`src/rtl/obst_pkg.sv`:
```
package obst_pkg;

   localparam int LFSR_W = 16;

   typedef enum logic [1:0] {
      ACT_HOLD,
      ACT_MOVE,
      ACT_WRAP,
      ACT_KILL
   } col_act_e;

   // Fibonacci step, taps 16/14/13/11
   function automatic logic [LFSR_W-1:0] lfsr_step(input logic [LFSR_W-1:0] s);
      logic fb;
      fb = s[15] ^ s[13] ^ s[12] ^ s[10];
      return {s[LFSR_W-2:0], fb};
   endfunction

endpackage

```
`src/rtl/obst_speed.sv`:
```
module obst_speed #(
   parameter int SPD_MIN = 1,
   parameter int SPD_MAX = 6,
   parameter int SPD_RST = 2,
   parameter int SPD_W   = 3
) (
   input  logic             clk,
   input  logic             rst,
   input  logic             faster,
   input  logic             slower,
   output logic [SPD_W-1:0] spd
);

   if (SPD_MIN > SPD_MAX || SPD_RST < SPD_MIN || SPD_RST > SPD_MAX) begin : g_bad_range
      $error("obst_speed: reset speed outside limits");
   end
   if (SPD_MAX >= (1 << SPD_W)) begin : g_bad_width
      $error("obst_speed: SPD_W too narrow");
   end

   if (SPD_MIN == SPD_MAX) begin : g_fixed
      logic unused_strobes;
      assign unused_strobes = faster ^ slower ^ clk ^ rst;
      assign spd = SPD_W'(SPD_MIN);
   end else begin : g_adjust
      logic [SPD_W-1:0] spd_q;
      always_ff @(posedge clk) begin
         if (rst) begin
            spd_q <= SPD_W'(SPD_RST);
         end else if (faster && !slower && spd_q < SPD_W'(SPD_MAX)) begin
            spd_q <= spd_q + 1'b1;
         end else if (slower && !faster && spd_q > SPD_W'(SPD_MIN)) begin
            spd_q <= spd_q - 1'b1;
         end
      end
      assign spd = spd_q;
   end

endmodule

```
`src/rtl/obst_gap_gen.sv`:
```
module obst_gap_gen
   import obst_pkg::*;
#(
   parameter int                N_COLS   = 4,
   parameter int                Y_W      = 9,
   parameter int                SCREEN_H = 480,
   parameter int                MARGIN   = 40,
   parameter int                GAP      = 120,
   parameter int                RAND_W   = 9,
   parameter int                ROT_STEP = 4,
   parameter logic [LFSR_W-1:0] SEED     = 16'hACE1
) (
   input  logic                         clk,
   input  logic                         rst,
   output logic [N_COLS-1:0][Y_W-1:0]   cand_top
);

   localparam int RANGE = SCREEN_H - 2 * MARGIN - GAP + 1;

   if (RANGE < 1) begin : g_bad_range
      $error("obst_gap_gen: gap and margins exceed screen height");
   end
   if (RAND_W > LFSR_W || ROT_STEP * (N_COLS - 1) >= LFSR_W) begin : g_bad_slice
      $error("obst_gap_gen: random slice does not fit the register");
   end
   if (SEED == '0) begin : g_bad_seed
      $error("obst_gap_gen: zero seed locks the register");
   end

   logic [LFSR_W-1:0] lfsr_q;

   always_ff @(posedge clk) begin
      if (rst) lfsr_q <= SEED;
      else     lfsr_q <= lfsr_step(lfsr_q);
   end

   for (genvar i = 0; i < N_COLS; i++) begin : g_col
      logic [RAND_W-1:0] v;
      logic [31:0]       prod;
      assign v    = RAND_W'({lfsr_q, lfsr_q} >> (ROT_STEP * i));
      assign prod = {{(32 - RAND_W){1'b0}}, v} * 32'(RANGE);
      assign cand_top[i] = Y_W'(32'(MARGIN) + (prod >> RAND_W));
   end

endmodule

```
`src/rtl/obst_column.sv`:
```
module obst_column
   import obst_pkg::*;
#(
   parameter int X_W      = 10,
   parameter int Y_W      = 9,
   parameter int SPD_W    = 3,
   parameter int COL_W    = 40,
   parameter int PLAYER_X = 160,
   parameter int PERIOD   = 640,
   parameter int RST_X    = 160,
   parameter int RST_TOP  = 180,
   parameter int GAP      = 120
) (
   input  logic             clk,
   input  logic             rst,
   input  logic             step,
   input  logic [SPD_W-1:0] spd,
   input  logic             kill,
   input  logic [Y_W-1:0]   new_top,
   output logic [X_W-1:0]   x,
   output logic [Y_W-1:0]   top,
   output logic [Y_W-1:0]   bottom,
   output logic             scored
);

   localparam logic [X_W:0] COL_W_E  = (X_W + 1)'(COL_W);
   localparam logic [X_W:0] PLAYER_E = (X_W + 1)'(PLAYER_X);

   col_act_e       act;
   logic [X_W-1:0] x_q, x_moved, spd_x;
   logic [Y_W-1:0] top_q;
   logic           scored_q, pass_now;

   assign spd_x   = X_W'(spd);
   assign x_moved = x_q - spd_x;

   always_comb begin
      act = ACT_HOLD;
      if (kill)                act = ACT_KILL;
      else if (step && x_q <= spd_x) act = ACT_WRAP;
      else if (step)           act = ACT_MOVE;
   end

   assign pass_now = (act == ACT_MOVE)
                  && ({1'b0, x_q} + COL_W_E > PLAYER_E)
                  && ({1'b0, x_moved} + COL_W_E <= PLAYER_E);

   always_ff @(posedge clk) begin
      if (rst) begin
         x_q      <= X_W'(RST_X);
         top_q    <= Y_W'(RST_TOP);
         scored_q <= 1'b0;
      end else begin
         scored_q <= pass_now;
         case (act)
            ACT_KILL: begin
               x_q   <= X_W'(PERIOD);
               top_q <= new_top;
            end
            ACT_WRAP: begin
               x_q   <= x_q + X_W'(PERIOD) - spd_x;
               top_q <= new_top;
            end
            ACT_MOVE: x_q <= x_moved;
            default:  ;
         endcase
      end
   end

   assign x      = x_q;
   assign top    = top_q;
   assign bottom = top_q + Y_W'(GAP);
   assign scored = scored_q;

endmodule

```
`src/rtl/obstacle_columns.sv`:
```
module obstacle_columns
   import obst_pkg::*;
#(
   parameter int N_COLS   = 4,
   parameter int X_W      = 10,
   parameter int Y_W      = 9,
   parameter int SCREEN_W = 640,
   parameter int SCREEN_H = 480,
   parameter int SPACING  = 160,
   parameter int COL_W    = 40,
   parameter int GAP      = 120,
   parameter int MARGIN   = 40,
   parameter int PLAYER_X = 160,
   parameter int SPD_MIN  = 1,
   parameter int SPD_MAX  = 6,
   parameter int SPD_RST  = 2
) (
   input  logic                       clk,
   input  logic                       rst,
   input  logic                       frame_tick,
   input  logic                       run_en,
   input  logic                       speed_up,
   input  logic                       speed_down,
   input  logic [N_COLS-1:0]          col_kill,
   output logic [N_COLS-1:0][X_W-1:0] col_x,
   output logic [N_COLS-1:0][Y_W-1:0] gap_top,
   output logic [N_COLS-1:0][Y_W-1:0] gap_bot,
   output logic [N_COLS-1:0]          col_scored
);

   localparam int PERIOD  = N_COLS * SPACING;
   localparam int FIRST_X = PERIOD - (N_COLS - 1) * SPACING;
   localparam int MID_TOP = MARGIN + (SCREEN_H - 2 * MARGIN - GAP) / 2;
   localparam int SPD_W   = $clog2(SPD_MAX + 1);

   if (PERIOD < SCREEN_W) begin : g_bad_period
      $error("obstacle_columns: columns do not cover the screen width");
   end
   if (PERIOD >= (1 << X_W)) begin : g_bad_xw
      $error("obstacle_columns: X_W too narrow for the wrap period");
   end
   if (SCREEN_H >= (1 << Y_W)) begin : g_bad_yw
      $error("obstacle_columns: Y_W too narrow for the screen height");
   end
   if (SPD_MIN < 1 || SPD_MAX >= SPACING) begin : g_bad_spd
      $error("obstacle_columns: speed limits out of range");
   end

   logic                       step;
   logic [SPD_W-1:0]           spd;
   logic [N_COLS-1:0][Y_W-1:0] cand_top;

   assign step = frame_tick & run_en;

   obst_speed #(
      .SPD_MIN (SPD_MIN),
      .SPD_MAX (SPD_MAX),
      .SPD_RST (SPD_RST),
      .SPD_W   (SPD_W)
   ) u_speed (
      .clk    (clk),
      .rst    (rst),
      .faster (speed_up),
      .slower (speed_down),
      .spd    (spd)
   );

   obst_gap_gen #(
      .N_COLS   (N_COLS),
      .Y_W      (Y_W),
      .SCREEN_H (SCREEN_H),
      .MARGIN   (MARGIN),
      .GAP      (GAP)
   ) u_gap (
      .clk      (clk),
      .rst      (rst),
      .cand_top (cand_top)
   );

   for (genvar i = 0; i < N_COLS; i++) begin : g_col
      obst_column #(
         .X_W      (X_W),
         .Y_W      (Y_W),
         .SPD_W    (SPD_W),
         .COL_W    (COL_W),
         .PLAYER_X (PLAYER_X),
         .PERIOD   (PERIOD),
         .RST_X    (FIRST_X + i * SPACING),
         .RST_TOP  (MID_TOP),
         .GAP      (GAP)
      ) u_col (
         .clk     (clk),
         .rst     (rst),
         .step    (step),
         .spd     (spd),
         .kill    (col_kill[i]),
         .new_top (cand_top[i]),
         .x       (col_x[i]),
         .top     (gap_top[i]),
         .bottom  (gap_bot[i]),
         .scored  (col_scored[i])
      );
   end

endmodule

```
`config.mk`:
```
export PLATFORM = sky130hd
export DESIGN_NAME = obstacle_columns
export DESIGN_NICKNAME = d
export VERILOG_FILES = /design/src/rtl/obst_pkg.sv /design/src/rtl/obst_speed.sv /design/src/rtl/obst_gap_gen.sv /design/src/rtl/obst_column.sv /design/src/rtl/obstacle_columns.sv
export SDC_FILE = /design/constraint.sdc
export NUM_CORES = 1
export LEC_CHECK = 0
export ABC_AREA = 1
export BUFFER_PORTS_ARGS = -buffer_cell sky130_fd_sc_hd__buf_4
export CORE_ASPECT_RATIO = 2
export CORE_MARGIN = 2
export CORE_UTILIZATION = 25
export CTS_BUF_LIST = sky130_fd_sc_hd__clkbuf_8 sky130_fd_sc_hd__clkbuf_16
export CTS_CLUSTER_SIZE = 10
export DETAILED_ROUTE_END_ITERATION = 7
export PLACE_DENSITY = 0.4
export SYNTH_ARGS = -nofsm -noshare
export SYNTH_HDL_FRONTEND = slang
export SYNTH_SLANG_ARGS = --single-unit
```
`constraint.sdc`:
```
create_clock -name clk -period 4.33 [get_ports clk]
set_input_delay 0.2165 -clock clk [delete_from_list [all_inputs] [get_ports clk]]
set_output_delay 0.2165 -clock clk [all_outputs]
set_load 0.005 [all_outputs]
```
; Yosys cells after proc, flatten, opt, wreduce, memory -nomap -nowiden
; Cells that the tools add are included.
[totals]
reg_bits = 99
elab_cells = 120
[op_classes]
addsub = 30
n_mul = 4
magnitude_cmp = 14
n_eq_ne = 12
n_mux = 15
bitwise_logic = 4
n_reduce_logical = 27
[ops]
columns = op, count
row1 = $pmux 10 s3, 4
row2 = $add 10x6->11 const B, 8
row3 = $sub 10x3->10, 8
row4 = $mul 9x9->18 const B, 4
row5 = $gt 11x8->1 const B, 4
row6 = $le 11x8->1 const B, 4
row7 = $add 10x10->10 const B, 4
row8 = $le 10x3->1, 4
row9 = $add 6x9->9 const A, 4
row10 = $add 9x7->9 const B, 4
row11 = $eq 2x2->1 const B, 8
row12 = $logic_and 1x1->1, 16
row13 = $mux 2, 8
row14 = $reduce_bool 3->1, 4
row15 = $eq 2x1->1 const B, 4
row16 = $reduce_or 2->1, 4
row17 = $mux 3, 2
row18 = $add 3x1->3 const B, 1
row19 = $gt 3x1->1 const B, 1
row20 = $lt 3x3->1 const B, 1
row21 = $sub 3x1->3 const B, 1
row22 = $xor 1x1->1, 3
row23 = $logic_not 1->1, 2
row24 = $reduce_bool 2->1, 1
row25 = 2 further kinds, 2

; Longest topological paths before layout
; Gate-level depths: netlist of run 1.
[depth]
ltp_word = 7
depth_mapped = 22

; Cells and area by module
; Synthesis of run 1 repeated with hierarchy kept, for this count alone.
[unflattened]
hier_cells = 2015
area_unflattened_um2 = 13669.4
[modules_own_cells]
columns = mod, n_inst, cells_per_inst, area_each_um2
row1 = obst_gap_gen, 1, 723, 5251.3
row2 = obst_column at g_col[1].u_col, 1, 314, 2037.0
row3 = obst_column at g_col[0].u_col, 1, 305, 2034.5
row4 = obst_column at g_col[3].u_col, 1, 315, 2030.7
row5 = obst_column at g_col[2].u_col, 1, 311, 2016.9
row6 = obst_speed, 1, 45, 291.5
row7 = obstacle_columns, 1, 2, 7.5

; Worst setup path before layout of run 1
; OpenSTA, ideal clock, no wires.
[synth_path]
kind = register to register
startpoint = register u_gap.lfsr_q[13]
endpoint = register g_col[2].u_col.top_q[7]
arrival_time_ns = 3.456
required_ns = 4.215
path_slack_ns = 0.759
stages_incl_launch_ff = 21
period_less_slack_ns = 3.571
path_cell_list = dfxtp_1 > ha_1 > ha_1 > inv_1 > fa_1 > fa_1 > inv_1 > ha_1 > a21oi_1 > o21bai_1 > inv_1 > nand3_1 > nand2_1 > inv_1 > ha_1 > inv_1 > nand2_1 > nand2_1 > nand2_1 > nand3_1 > nand2_1
[synth_via]
elab_chain_cells = 2
[synth_rtl]
columns = item, line_no
row1 = start: declaration, obst_gap_gen.sv:30  ; logic [LFSR_W-1:0] lfsr_q;
row2 = start signal: assignment, obst_gap_gen.sv:34  ; else lfsr_q <= lfsr_step(lfsr_q);
row3 = $mul 9x9->18, obst_gap_gen.sv:41  ; assign prod = {{(32 - RAND_W){1'b0}}, v} * 32'(RANGE);
row4 = $add 6x9->9, obst_gap_gen.sv:42  ; assign cand_top[i] = Y_W'(32'(MARGIN) + (prod >> RAND_W));
row5 = end signal: assignment, obst_column.sv:51  ; top_q <= Y_W'(RST_TOP);
row6 = end signal: assignment, obst_column.sv:58  ; top_q <= new_top;
row7 = end signal: assignment, obst_column.sv:62  ; top_q <= new_top;
row8 = end: declaration, obst_column.sv:31  ; logic [Y_W-1:0] top_q;
; Every way passes these cells.
; A chain may end at the register's enable or synchronous reset.

; Worst setup path after layout of run 1
[layout_path]
startpoint = register u_gap.lfsr_q[1]
endpoint = register g_col[3].u_col.top_q[7]
[layout_via]
elab_chain_cells = 2
[layout_rtl]
columns = item, line_no
row1 = $mul 9x9->18, obst_gap_gen.sv:41
row2 = $add 6x9->9, obst_gap_gen.sv:42
row3 = end signal: assignment, obst_column.sv:51
row4 = end signal: assignment, obst_column.sv:58
row5 = end signal: assignment, obst_column.sv:62
row6 = end: declaration, obst_column.sv:31
; Every way passes these cells.

==> impl_metrics.toml, run 1 <==
[logic_synthesis]
post_synth.cell_area_avg_um2 = 7.065
synth_edf_count = 0
syn_inst = 1790
synth_area_um2 = 12650
synth.largest_area_cell = "ha_1"
syn-num-nets = 2090
synth_top_cell_area_share = 0.2434
yosys_register_bits = 99
async_flop_share = 0
synthTopCellsByArea = "ha_1 24%, dfxtp_1 16%, nand2_1 12%, inv_1 8.8%, fa_1 7.0%"
yosys_warnings = 0
synthDistinctLibCells = 53
synth-main-ff-cell = "dfxtp_1"
seq_area_frac_synth = 0.1567

[detailed_routing]
vias = 11800
ant_nets = 0
drt_iter0_markers = 544
wl_per_cell_um = 16.66
viasPerCell = 4.604
wirelength_um = 42670
drt_pass1_iterations = 7
post-route-drc-count = 0

[power_and_ir_drop]
p_sw_uw = 2517
p_leak_uw = 0.007537
p_int_uw = 2728
vdd_drop_max_mv = 0.2214
seqPwrFrac = 0.221
clkPwrFrac = 0.162
sw_frac_of_total = 0.4799
power_density_nw_per_um2 = 359.6
combPwrFrac = 0.617

[sta]
finalSetupTns_ns = 0
hold_slack_ns = 0.1743
maxSlewViolCount = 0
rsz0062_at_grt = "no"
fmax_mhz = 252.7
tightest_slew_ns = 0.8016
fin_crit_sh = 0.9140
hold_viol = 0
setup_ws_ns = 0.3722
fin_crit_ns = 3.958
max-slew-margin-rel = 0.4636
fin_skew_ns = 0.01977
setup_violations = 0

[clocking]
clk_path_buf_depth = 2
clock-root-buffer = "clkbuf_16"
htree_levels = 3
cts.sinks = 99
cts_tree = "built"
hold_buffers = 0
clk_latency_ns = 0.39
clkTransAtPathRegs_ns = 0.08
cts_made_buffers = 9

[outcome]
status = "finished clean"

[worst_hold_path]
hold_class = "in2reg"

[global_route]
grt_pass1_vias = 12470
gr-usage-all-layers = 0.1672
grt_overflow_total = 0
grt_pass1_wl_um = 66830
antenna_found_initial = 0
grt_max_degree = 45

[finish]
syn_to_final_growth_pct = 15.32
final_cells = 2562
multi_input_area_um2 = 9301
drive_gt1_frac = 0.1113
diodes = 0
nNetsFinal = 2209
stdcell_area_um2 = 14590
register_area_um2 = 1984
fill_cells = 5536

[place]
dp_hpwl_um = 36360
gp_congestion = 0.8541
place_area_um2 = 14300
io_buffer_count = 125
dp_slack_ns = 0.1781
dp.cells = 2547

[job]
maxCapViolCount = 0

[floorplanning]
die_h_um = 322.1
die_w_um = 163.0
die_area_um2 = 52510
coreArea_um2 = 50070
placementRows = 116
io_pins = 126
start_util = 0.2526

[setup_path]
cp-end-kind = "register"
start_kind = "register"
critical_path_class = "reg2reg"
crit_arrival_ns = 4.23
required_ns = 4.61
crit_fanout = 6
==> power groups by stage <==
stage | combinational (uW) | sequential [uW] | clock, uW
final | 3240 | 1160 | 848
after global placement | 3280 | 1180 | 0
after CTS | 3300 | 1160 | 898
after floorplan | 2250 | 1140 | 0
after detailed placement | 3280 | 1180 | 0
after global routing | 3740 | 1180 | 913
==> state kept, by name (all words and copies together) (netlist names) <==
| name | count |
|---|---|
| g_col.u_col.top | 36 |
| g_col.u_col.scored | 4 |
| g_col.u_col.x | 40 |
| u_speed.spd | 3 |
| u_gap.lfsr_q | 16 |
==> per-stage QoR <==
stage	utilization	power, uW
final	0.2913	5245
after CTS	0.2911	5365
after detailed placement	0.2855	4461
after floorplan	-	3381
after global placement	0.2855	4462
after global routing	0.2913	5835
==> Yosys cell counts, types with 4 or more instances <==
cell,number
nand2_1,389
inv_1,297
ha_1,246
nand3_1,125
a21oi_1,122
nor2_1,122
dfxtp_1,99
o21ai_0,69
xor2_1,65
fa_1,44
xnor2_1,18
buf_4,16
nand4_1,16
or2_2,14
o211ai_1,12
clkbuf_1,10
inv_2,10
nand2_2,10
o21ai_1,9
o21bai_1,9
nor3_1,8
and2_1,7
o2111ai_1,6
a21boi_0,5
a31oi_1,5
a21o_1,4
buf_6,4
o21ai_2,4
==> cells in the final DEF, fill, tap and decap left out, drive strengths merged, types with 44 or more instances in the layout <==
cell   synthesis  layout
a21oi        123     123
buf           21     139
dfxtp         99      99
fa            44      44
ha           246     246
inv          307     309
nand2        399     399
nand3        127     127
nor2         127     127
o21ai         84      84
xor2          65      65
==> path summary, 6_finish.rpt <==
| check | startpoint | slack, ns | cells after the start | to |
|---|---|---|---|---|
| worst max-delay path | u_gap.lfsr_q[1] | 0.37 | 20 | g_col[3].u_col.top[7] |
| worst min-delay path | col_kill[1] | 0.17 | 4 | g_col[1].u_col.x[1] |
| worst max register to register | u_gap.lfsr_q[1] | 0.37 | 20 | g_col[3].u_col.top[7] |
| worst min register to register | u_gap.lfsr_q[7] | 0.49 | 2 | u_gap.lfsr_q[8] |
==> critical path, cell delays in order, from the launching register on <==
cell and delay, ns:
dfxtp_1 0.54, ha_1 0.32, ha_1 0.28, inv_1 0.05, fa_1 0.50, fa_1 0.55, inv_1 0.04, ha_1 0.34
a21oi_1 0.21, nor2_1 0.06, nor2_1 0.12, nand2_1 0.09, nand2_1 0.07, nand2_2 0.07, ha_1 0.21, inv_1 0.06
nand2_1 0.07, nand2_1 0.07, nand3_1 0.06, nand3_1 0.07, nand2_1 0.05
==> metal layers <==
layer / wire length [um] / up-vias / track usage
met2: 25770 / 207 / 0.3628
li1: - / 6013 / -
met3: 794 / 63 / 0.01545
met1: 14460 / 5513 / 0.1471
met4: 1642 / 0 / 0.07493
met5: 0 / - / 0
==> cell type report <==
class | count | share of cell area
clock buffers | 12 | 0.01827
clock inverters | 3 | 0.0009436
inverters | 310 | 0.07978
multi-input cells | 1350 | 0.6377
flip-flops and latches | 99 | 0.1361
well taps | 649 | 0.05567
repair buffers | 139 | 0.07155
==> what timing repair did <==
action / CTS / global route
setup buffers: 0 / 0
gates resized for setup: 0 / 3
endpoints found under the setup margin: 0 / 5
==> kinds of logic (layout without fill, tap and decap cells) <==
kind of cell | Yosys count | count (layout) | synth area share
adder cells (fa/ha/maj) | 290 | 290 | 0.3130
buffers and inverters | 341 | 464 | 0.1084
flip-flops | 99 | 99 | 0.1567
XOR/XNOR | 83 | 83 | 0.05748
AND/OR/NAND/NOR | 705 | 705 | 0.2363
AO/OA/AOI/OAI | 272 | 272 | 0.1280
Power figures use the tool's default switching activity.
==> run 2: changes to the inputs <==
--- a/config.mk
+++ b/config.mk
@@ -14,6 +14,7 @@
 export CTS_CLUSTER_SIZE = 10
 export DETAILED_ROUTE_END_ITERATION = 7
 export PLACE_DENSITY = 0.4
+export RECOVER_POWER = 50
 export SYNTH_ARGS = -nofsm -noshare
 export SYNTH_HDL_FRONTEND = slang
 export SYNTH_SLANG_ARGS = --single-unit
==> run 2 against run 1 <==
Clock power hardly changed. Combinational power hardly changed. First-iteration DRC count is 0.74% lower. Sequential share of layout area is 0.053 points higher. Sequential power hardly changed. Critical path type unchanged. Largest power group unchanged.
==> impl_metrics.toml, run 2 (synthesis results as in run 1) <==
[floorplanning]
coreArea_um2 = 50070
die_w_um = 163.0
start_util = 0.2526
io_pins = 126
die_area_um2 = 52510
die_h_um = 322.1
placementRows = 116

[setup_path]
critical_path_class = "reg2reg"
crit_chain = "clkbuf_1, ha_1, inv_1, fa_1, inv_1, ha_1, ha_1, inv_1, o21ai_0, nor2_1, nand2_1, nand2_1, and2_1, ha_1, inv_1, nand2_1, nand2_1, nand3_1, nand3_1, nand2_1"
critPathBufInv = 5
required_ns = 4.60
crit_arrival_ns = 4.30
max_stage_delay_ns = 0.58
path_delay_family = "adder cells"
crit_fanout = 7
crit_slowest_cell = "dfxtp_1"
reg2regPathDepth = 20
start_kind = "register"
r2r-start = "u_gap.lfsr_q[4]"
rrSetupSlack_ns = 0.30
path_common_cell = "nand2_1"
rr_endpoint = "g_col[3].u_col.top[7]"
cp-end-kind = "register"

[clocking]
clock-root-buffer = "clkbuf_16"
htree_levels = 3
clk_latency_ns = 0.39
cts.sinks = 99
cts_made_buffers = 9
post_cts_buffers = 0
clkTransAtPathRegs_ns = 0.08
cts_tree = "built"
clk_path_buf_depth = 2

[global_route]
grt_overflow_total = 0
grt_pass1_vias = 12470
grt_max_degree = 45
grt_pass1_wl_um = 66830
antenna_found_initial = 0
gr-usage-all-layers = 0.1672

[place]
gp_congestion = 0.8541
io_buffer_count = 125
dp_hpwl_um = 36360
dp.cells = 2547

[sta]
tightest_slew_ns = 0.9516
fin_skew_ns = 0.01977
rsz0062_at_grt = "no"
finalSetupTns_ns = 0
maxSlewViolCount = 0
max-slew-margin-rel = 0.3649
fin_crit_ns = 4.028
fmax_mhz = 248.3
fin_crit_sh = 0.9302
hold_viol = 0
setup_violations = 0

[power_and_ir_drop]
finalPower_uw = 5225
p_int_uw = 2710
power_density_nw_per_um2 = 359.7
vdd_drop_max_mv = 0.2206
p_leak_uw = 0.007458
combPwrFrac = 0.616
clkPwrFrac = 0.162
sw_frac_of_total = 0.4814
seqPwrFrac = 0.222
p_sw_uw = 2515

[finish]
largest_register_ffs = 40
final_cell_mix = "389 x nand2_1, 299 x inv_1, 246 x ha_1"
final_cells = 2562
drive_gt1_frac = 0.1030
post-route-util = 0.2902
diodes = 0
nNetsFinal = 2209
final_common_cell = "nand2_1"
multi_input_area_um2 = 9301
fill_cells = 5539
register_area_um2 = 1984
syn_to_final_growth_pct = 14.88

[detailed_routing]
ant_nets = 0
vias = 11850
wirelength_um = 42680
post-route-drc-count = 0
viasPerCell = 4.625
drt_pass1_iterations = 5
wl_per_cell_um = 16.66
drt_iter0_markers = 540

[job]
maxCapViolCount = 0

[outcome]
status = "finished clean"

[worst_hold_path]
min_from = "col_kill[1]"
hold_class = "in2reg"
hold_end = "g_col[1].u_col.x[1]"
holdPathStages = 4
==> run 2: cell types whose count changed in the layout (fill, tap and decap cells not counted) <==
cell and delta:
inv_2 -1, clkbuf_1 +15, inv_1 +1, buf_4 -91, clkbuf_4 +76
==> run 2: how the worst max path moves through the flow <==
stage / end / slack, ns / depth (start not counted) / from
global placement: g_col[2].u_col.top[6] / 0.21 / 17 / u_gap.lfsr_q[13]
CTS: g_col[2].u_col.top[7] / 0.15 / 17 / u_gap.lfsr_q[13]
global route: g_col[0].u_col.top[7] / 0.01 / 20 / u_gap.lfsr_q[6]
finish: g_col[3].u_col.top[7] / 0.30 / 20 / u_gap.lfsr_q[4]
floorplan: g_col[2].u_col.top[7] / 0.76 / 20 / u_gap.lfsr_q[13]
detailed placement: g_col[2].u_col.top[7] / 0.18 / 17 / u_gap.lfsr_q[13]
==> run 2: worst min-delay path: stages <==
cell and delay (ns):
buf_4 0.10, nor2_1 0.08, nand2_1 0.06, a21oi_1 0.06
==> run 2: routing by layer <==
| metal | global-route usage | part of all wire | wire length [um] | up-vias |
|---|---|---|---|---|
| li1 | - | - | - | 6020 |
| met1 | 0.1471 | 0.34 | 14460 | 5564 |
| met2 | 0.3628 | 0.60 | 25770 | 202 |
| met3 | 0.01545 | 0.019 | 816 | 63 |
| met4 | 0.07493 | 0.038 | 1642 | 0 |
| met5 | 0 | 0 | 0 | - |
==> run 2: layout make-up <==
| class | count | share of cell area |
|---|---|---|
| multi-input combinational | 1350 | 0.6402 |
| sequential | 99 | 0.1366 |
| inverter | 310 | 0.08009 |
| timing repair buffer | 139 | 0.06795 |
| tap | 649 | 0.05589 |
| clock buffer | 12 | 0.01834 |
| clock inverter | 3 | 0.0009473 |
==> run 2: power by group through the flow <==
| stage | logic (uW) | clock network [uW] | registers, uW |
|---|---|---|---|
| 6_report | 3220 | 846 | 1160 |
| 5_1_grt | 3720 | 913 | 1180 |
| 4_1_cts | 3300 | 898 | 1160 |
| 3_5_place_dp | 3280 | 0 | 1180 |
| 3_3_place_gp | 3280 | 0 | 1180 |
| 2_1_floorplan | 2250 | 0 | 1140 |
==> run 2: timing repair <==
action                                  CTS  global route
hold buffers                              0             0
endpoints found under the setup margin    0             5
resized for setup                         0             3
==> run 2: metrics by stage <==
step                      setup WS (ns)  area (um2)  hold slack (ns)
after floorplan                  0.7589       12650           0.4098
after global placement           0.2129       14300           0.4911
after detailed placement         0.1781       14300           0.4829
after CTS                        0.1547       14580           0.1385
after global routing            0.01187       14530           0.1982
final                            0.3020       14530           0.1740
